[src/rtl/evcnt_pkg.sv]
package evcnt_pkg;
  localparam int REGNUM_W = 10;
  localparam logic [REGNUM_W-1:0] RN_MODE  = 10'd952;
  localparam logic [REGNUM_W-1:0] RN_CTR1  = 10'd953;
  localparam logic [REGNUM_W-1:0] RN_CTR2  = 10'd954;
  localparam logic [REGNUM_W-1:0] RN_IADDR = 10'd955;
  localparam logic [REGNUM_W-1:0] RN_DADDR = 10'd959;
  // mode register field positions
  localparam int MB_FREEZE  = 31;
  localparam int MB_INTCTL  = 30;
  localparam int MB_INTEN   = 29;
  localparam int MB_SEL1_LO = 0;
  localparam int MB_SEL2_LO = 3;
endpackage

[src/rtl/evcnt_lane_sel.sv]
module evcnt_lane_sel #(
  parameter int SEL_W = 3,
  parameter int LW    = 3,
  localparam int LANES = 1 << SEL_W
) (
  input  logic [LANES*LW-1:0] lanes,
  input  logic [SEL_W-1:0]    sel,
  output logic [LW-1:0]       inc
);
  logic [LW-1:0] lane_arr [LANES];

  for (genvar g = 0; g < LANES; g++) begin : g_unpack
    assign lane_arr[g] = lanes[g*LW +: LW];
  end

  // select value zero means the counter is idle
  always_comb begin
    if (sel == '0) inc = '0;
    else           inc = lane_arr[sel];
  end
endmodule

[src/rtl/evcnt_counter.sv]
module evcnt_counter #(
  parameter int W     = 32,
  parameter int INC_W = 3
) (
  input  logic             clk,
  input  logic             rst_n,
  input  logic             wr,
  input  logic [W-1:0]     wdata,
  input  logic             hold,
  input  logic [INC_W-1:0] inc,
  output logic [W-1:0]     cnt
);
  always_ff @(posedge clk or negedge rst_n) begin
    if (!rst_n)     cnt <= '0;
    else if (wr)    cnt <= wdata;
    else if (!hold) cnt <= cnt + W'(inc);
  end

  assert_sw_write_wins_R5: assert property (@(posedge clk) disable iff (!rst_n)
    wr |=> cnt == $past(wdata));

  assert_count_step_R3: assert property (@(posedge clk) disable iff (!rst_n)
    (!wr && !hold) |=> cnt == $past(cnt) + W'($past(inc)));

  assert_wrap_R10: assert property (@(posedge clk) disable iff (!rst_n)
    (!wr && !hold && cnt == '1 && inc != '0) |=> cnt == W'($past(inc)) - W'(1));

  assert_hold_R8: assert property (@(posedge clk) disable iff (!rst_n)
    (!wr && hold) |=> $stable(cnt));
endmodule

[src/rtl/evcnt_irq_ctl.sv]
module evcnt_irq_ctl (
  input  logic clk,
  input  logic rst_n,
  input  logic neg_any,
  input  logic int_ctl,
  input  logic int_en,
  input  logic freeze_on,
  input  logic mode_wr,
  input  logic ext_en,
  output logic cond,
  output logic req,
  output logic hold,
  output logic capture
);
  logic frozen_q;
  logic cond_q;

  assign cond    = neg_any & int_ctl & int_en;
  assign req     = cond & ext_en;
  assign hold    = freeze_on & (cond | frozen_q);
  assign capture = cond & ~cond_q;

  always_ff @(posedge clk or negedge rst_n) begin
    if (!rst_n) begin
      frozen_q <= 1'b0;
      cond_q   <= 1'b0;
    end else begin
      cond_q <= cond;
      if (mode_wr) frozen_q <= 1'b0;
      else         frozen_q <= frozen_q | (freeze_on & cond);
    end
  end

  assert_freeze_engages_R8: assert property (@(posedge clk) disable iff (!rst_n)
    (freeze_on && cond && !mode_wr) |=> hold);

  assert_capture_single_R9: assert property (@(posedge clk) disable iff (!rst_n)
    capture |=> !capture);
endmodule

[src/rtl/evcnt_unit.sv]
module evcnt_unit
  import evcnt_pkg::*;
#(
  parameter int DATA_W = 32,
  parameter int SEL1_W = 3,
  parameter int SEL2_W = 2,
  parameter int INC1_W = 3,
  localparam int LANES1 = 1 << SEL1_W,
  localparam int LANES2 = 1 << SEL2_W
) (
  input  logic                     clk,
  input  logic                     rst_n,
  input  logic [REGNUM_W-1:0]      reg_num,
  input  logic                     reg_wr,
  input  logic [DATA_W-1:0]        reg_wdata,
  output logic [DATA_W-1:0]        reg_rdata,
  input  logic [LANES1*INC1_W-1:0] evt1_lanes,
  input  logic [LANES2-1:0]        evt2_lanes,
  input  logic [DATA_W-1:0]        inst_addr,
  input  logic [DATA_W-1:0]        data_addr,
  input  logic                     ext_int_en,
  output logic                     irq_cond,
  output logic                     irq_req
);
  logic [DATA_W-1:0] mode_q, iaddr_q, daddr_q, ctr1, ctr2;
  logic [INC1_W-1:0] inc1;
  logic [0:0]        inc2;
  logic              hold, capture;

  logic wr_mode, wr_c1, wr_c2, wr_ia, wr_da;
  assign wr_mode = reg_wr && (reg_num == RN_MODE);
  assign wr_c1   = reg_wr && (reg_num == RN_CTR1);
  assign wr_c2   = reg_wr && (reg_num == RN_CTR2);
  assign wr_ia   = reg_wr && (reg_num == RN_IADDR);
  assign wr_da   = reg_wr && (reg_num == RN_DADDR);

  evcnt_lane_sel #(.SEL_W(SEL1_W), .LW(INC1_W)) u_sel1 (
    .lanes(evt1_lanes), .sel(mode_q[MB_SEL1_LO +: SEL1_W]), .inc(inc1));

  evcnt_lane_sel #(.SEL_W(SEL2_W), .LW(1)) u_sel2 (
    .lanes(evt2_lanes), .sel(mode_q[MB_SEL2_LO +: SEL2_W]), .inc(inc2));

  evcnt_irq_ctl u_irq (
    .clk(clk), .rst_n(rst_n),
    .neg_any(ctr1[DATA_W-1] | ctr2[DATA_W-1]),
    .int_ctl(mode_q[MB_INTCTL]), .int_en(mode_q[MB_INTEN]),
    .freeze_on(mode_q[MB_FREEZE]), .mode_wr(wr_mode), .ext_en(ext_int_en),
    .cond(irq_cond), .req(irq_req), .hold(hold), .capture(capture));

  evcnt_counter #(.W(DATA_W), .INC_W(INC1_W)) u_ctr1 (
    .clk(clk), .rst_n(rst_n), .wr(wr_c1), .wdata(reg_wdata),
    .hold(hold), .inc(inc1), .cnt(ctr1));

  evcnt_counter #(.W(DATA_W), .INC_W(1)) u_ctr2 (
    .clk(clk), .rst_n(rst_n), .wr(wr_c2), .wdata(reg_wdata),
    .hold(hold), .inc(inc2), .cnt(ctr2));

  always_ff @(posedge clk or negedge rst_n) begin
    if (!rst_n) begin
      mode_q  <= '0;
      iaddr_q <= '0;
      daddr_q <= '0;
    end else begin
      if (wr_mode) mode_q <= reg_wdata;
      if (wr_ia)        iaddr_q <= reg_wdata;
      else if (capture) iaddr_q <= inst_addr;
      if (wr_da)        daddr_q <= reg_wdata;
      else if (capture) daddr_q <= data_addr;
    end
  end

  always_comb begin
    case (reg_num)
      RN_MODE:  reg_rdata = mode_q;
      RN_CTR1:  reg_rdata = ctr1;
      RN_CTR2:  reg_rdata = ctr2;
      RN_IADDR: reg_rdata = iaddr_q;
      RN_DADDR: reg_rdata = daddr_q;
      default:  reg_rdata = '0;
    endcase
  end

  // input contract: multi-count events stay within 0..4
  assert_inc_bound_R3: assert property (@(posedge clk) disable iff (!rst_n)
    int'(inc1) <= 4);

  assert_req_needs_neg_R7: assert property (@(posedge clk) disable iff (!rst_n)
    irq_req |-> ((ctr1[DATA_W-1] || ctr2[DATA_W-1]) && mode_q[MB_INTCTL]
                 && mode_q[MB_INTEN] && ext_int_en));

  assert_neg_write_raises_R11: assert property (@(posedge clk) disable iff (!rst_n)
    (wr_c1 && reg_wdata[DATA_W-1] && mode_q[MB_INTCTL] && mode_q[MB_INTEN] && !wr_mode)
      |=> irq_cond);

  assert_sample_capture_R9: assert property (@(posedge clk) disable iff (!rst_n)
    (capture && !wr_ia) |=> iaddr_q == $past(inst_addr));

  assert_frozen_ctr2_R8: assert property (@(posedge clk) disable iff (!rst_n)
    (hold && !wr_c2) |=> $stable(ctr2));
endmodule

[config.mk]
export PLATFORM = sky130hd
export DESIGN_NAME = evcnt_unit
export DESIGN_NICKNAME = d
export VERILOG_FILES = /design/src/rtl/evcnt_pkg.sv /design/src/rtl/evcnt_lane_sel.sv /design/src/rtl/evcnt_counter.sv /design/src/rtl/evcnt_irq_ctl.sv /design/src/rtl/evcnt_unit.sv
export SDC_FILE = /design/constraint.sdc
export NUM_CORES = 1
export LEC_CHECK = 0
export CAP_MARGIN = 20
export CORE_MARGIN = 2
export CORE_UTILIZATION = 54
export DETAILED_ROUTE_END_ITERATION = 16
export PLACE_DENSITY = 0.94
export SYNTH_ARGS = -nofsm -noshare
export SYNTH_HDL_FRONTEND = slang
export SYNTH_SLANG_ARGS = --single-unit
[constraint.sdc]
create_clock -name clk -period 6.8 [get_ports clk]
set_input_delay 1.36 -clock clk [delete_from_list [all_inputs] [get_ports clk]]
set_output_delay 1.36 -clock clk [all_outputs]
set_load 0.01 [all_outputs]
==> results.yml <==
layout:
  instances_no_fill: 1320
  fillers: 1145
  area_growth_syn_to_layout_pct: 26.6
  drive_gt1_share_pct: 9.82
  nets: 1231
  num_antenna_cells: 0
clocking:
  clock_sinks: 162
  cts_tree: "yes"
  cts_inserted_buffers: 17
  path_clk_slew_ns: 0.07
  clockBufferDepth: 2
  cts-root-buf: "clkbuf_16"
  postCtsResizedCells: 0
  clock_latency_ns: 0.44
  cts_hold_buf: 0
  htreeDepth: 4
  cts_setup_buffers: 0
sta:
  hold_violations: 0
  layout_setup_ws_ns: 1.46
  hold_ws_ns: 0.512
  report.final.slew_viol_count: 0
  rsz0062_at_grt: "false"
  setup_violations: 0
  finalCritPeriodShare_pct: 78.5
  fmax_mhz: 187
  clock_skew_ns: 0.00699
  setup_tns_ns: 0
  worst_pin_slew_ns: 0.925
  period_needed_ns: 5.34
  maxSlewHeadroom_pct: 38.4
routing:
  top_layer: "met4"
  detail_route.wl_per_cell_um: 19.4
  drc: 0
  wl_met3_mm: 2.23
  wl_met2_mm: 12.5
  vias_per_cell: 6.05
  wl_mm: 25.7
  vias: 7987
  drt_iter0_drc: 602
  ant_nets: 0
  drt-met1-wl_mm: 10.1
  dr.pass1.iters: 5
synth:
  ys_warn_count: 0
  ys_ff_latch: 162
  postSynthCellCount: 948
  synth_flop_cell: "dfrtp_1"
  avgSynthCellArea_sq_um: 9.60
  yosys-top-cells-area: "dfrtp_1 45%, mux2i_1 11%, o21ai_0 6.6%, nand2_1 6.2%, mux2_2 4.5%"
  synth-async-reset-ratio_pct: 100
  syn_area_sq_um: 9100
  synth_nets: 1092
  synth_cell_types: 43
  ys_seq_area_share_pct: 44.5
  synth_top_area_cell: "dfrtp_1"
  synth_edf_count: 0
  yosysTopAreaCellShare_pct: 44.5
grt:
  grt_max_degree: 99
  grt.total_usage_pct: 29.0
  grt_pass1_wl_mm: 41.1
  grt_overflow: 0
  first_global_vias: 8255
  grt_antenna_before_repair: 0
power:
  clkPwrFrac_pct: 43.5
  power_density_nw_per_um2: 187
  p_int_mw: 1.62
  total_power_mw: 2.16
  power_switching_share_pct: 24.9
  p_switching_mw: 0.537
  comb_power_share_pct: 8.8
  ir_worst_vdd_mv: 0.190
  power_frac_seq_pct: 47.7
  leakagePower_nw: 4.68
die:
  fp.dieArea_sq_um: 17900
  ios: 172
  die-height_um: 134
  row_count: 47
  coreArea_sq_um: 16500
  die_w_um: 134
  initial_core_util_pct: 55.1
worst_setup_path:
  cp_num_buf_inv: 3
  max_stage_delay_ns: 0.56
  cp.arrival_ns: 3.98
  startpoint_type: "primary input"
  cpMaxStageDelayCell: "clkdlybuf4s50_1"
  worstSetupPathType: "in -> out"
  crit_top_cell: "clkdlybuf4s50_1"
  cp.required_ns: 5.44
  path_delay_family: "buffers and inverters"
  cp-end-kind: "primary output"
  cp_max_fo: 33
  crit_chain: "clkdlybuf4s50_1 > and4b_1 > nand4_1 > nor4b_4 > buf_4 > a221o_1 > clkdlybuf4s50_1"
placement:
  placedCellCount: 1286
  place_congestion: 0.856
  portBuffers: 167
  dp_hpwl_mm: 17.1
  place_ws_ns: 1.52
flow_run:
  max_cap_violations: 0
hold_path:
  hp-class: "reg -> reg"
status:
  status: "finished, final reports clean"
-- state kept, by name, summed over array words and instances (netlist names) --
| name | flops |
|---|---|
| daddr_q | 32 |
| iaddr_q | 32 |
| mode_q | 32 |
| u_ctr1.cnt | 32 |
| u_ctr2.cnt | 32 |
| u_irq.cond_q | 1 |
| u_irq.frozen_q | 1 |
-- per-layer routing --
metal,up-vias,track usage [%]
met5,-,0
met2,436,48.4
met4,0,14.2
met3,79,6.05
met1,3806,36.1
li1,3666,-
-- cell usage after synthesis (2+ instances only) --
cell type,instances
nand4_2,2
a21o_1,2
a21oi_1,37
or3_1,4
mux2i_1,100
clkbuf_1,42
nor3_1,14
and4b_1,2
and4_1,6
o21ai_2,7
nor4b_2,2
and3_1,9
nand3_1,22
and2_1,2
nor3_4,3
ha_1,5
o21ai_0,120
nor4_1,6
dfrtp_1,162
xor2_1,24
mux2_2,36
a22oi_1,3
mux4_2,3
or4_1,3
nand2_1,150
nand4_1,16
inv_1,9
nor2_1,56
nor2b_1,2
buf_2,18
o21ai_1,4
a221o_1,32
xnor2_1,35
-- worst paths after layout --
kind | startpoint | endpoint | slack [ns] | depth (start not counted)
max in group asynchronous | rst_n | daddr_q[8] | 4.41 | 2
min | mode_q[25] | mode_q[25] | 0.51 | 1
max | reg_num[6] | reg_rdata[22] | 1.46 | 7
max reg2reg | mode_q[0] | u_ctr1.cnt[21] | 3.48 | 10
min reg2reg | mode_q[25] | mode_q[25] | 0.51 | 1
min in group asynchronous | rst_n | iaddr_q[6] | 0.99 | 1
-- cells in the final DEF, fill, tap and decap left out, drive strengths merged, types with 2 or more instances in the layout --
master and instances:
clkdlybuf4s50 165, dfrtp 162, nand2 150, o21ai 131, mux2i 100, nor2 56
a21oi 37, mux2 36, xnor2 35, a221o 32, xor2 24, nand3 22
clkbuf 18, nand4 18, nor3 17, buf 16, inv 13, and3 10
and4 6, nor4 6, ha 5, clkinv 5, or3 4, clkinvlp 4
or4 3, a22oi 3, mux4 3, a21o 2, and4b 2, and2 2
or2 2, nor4b 2, nor2b 2
-- worst reg2reg max path, delay by kind of cell, from the launching register on --
kind                       cells  cell delay (ns)
muxes                          1             0.56
xor gates and xnor gates       1             0.16
adders and majority gates      1             0.33
AOI/OAI and AO/OA              4             0.44
DFF                            1             0.57
and+or+nand+nor                3             1.13
-- kinds of logic (layout without fill, tap and decap cells) --
group / count (synthesis) / count (layout) / share of synthesized area, %
flops: 162 / 162 / 44.5
fa+ha+maj: 6 / 6 / 0.907
mux: 139 / 139 / 16.2
xor+xnor: 59 / 59 / 5.68
simple gates: 303 / 303 / 15.6
compound gates: 209 / 209 / 13.8
buf+inv: 70 / 222 / 3.22
-- power groups by stage --
| stage | logic [mW] | registers [mW] | clock network [mW] |
|---|---|---|---|
| floorplan | 0.0634 | 1.04 | 0 |
| CTS | 0.190 | 1.03 | 0.940 |
| detailed placement | 0.188 | 1.05 | 0 |
| global placement | 0.182 | 1.04 | 0 |
| finish | 0.189 | 1.03 | 0.938 |
| global route | 0.205 | 1.03 | 0.979 |
-- layout make-up --
class	count	area, sq um	share of cell area (%)
Sequential cell	162	4050	35.2
Timing Repair Buffer	181	1810	15.7
Tap cell	220	275	2.39
Clock inverter	14	131	1.14
Multi-Input combinational cell	716	4790	41.5
Clock buffer	18	439	3.81
Inverter	9	33.8	0.293
-- metrics by stage --
step / instance area [sq um] / utilization [%]
CTS: 11500 / 69.5
detailed placement: 10900 / 66.0
global route: 11500 / 69.7
floorplan: 9100 / -
finish: 11500 / 69.7
global placement: 10900 / 66.0
Note: power is estimated with default switching activity, not from simulation.
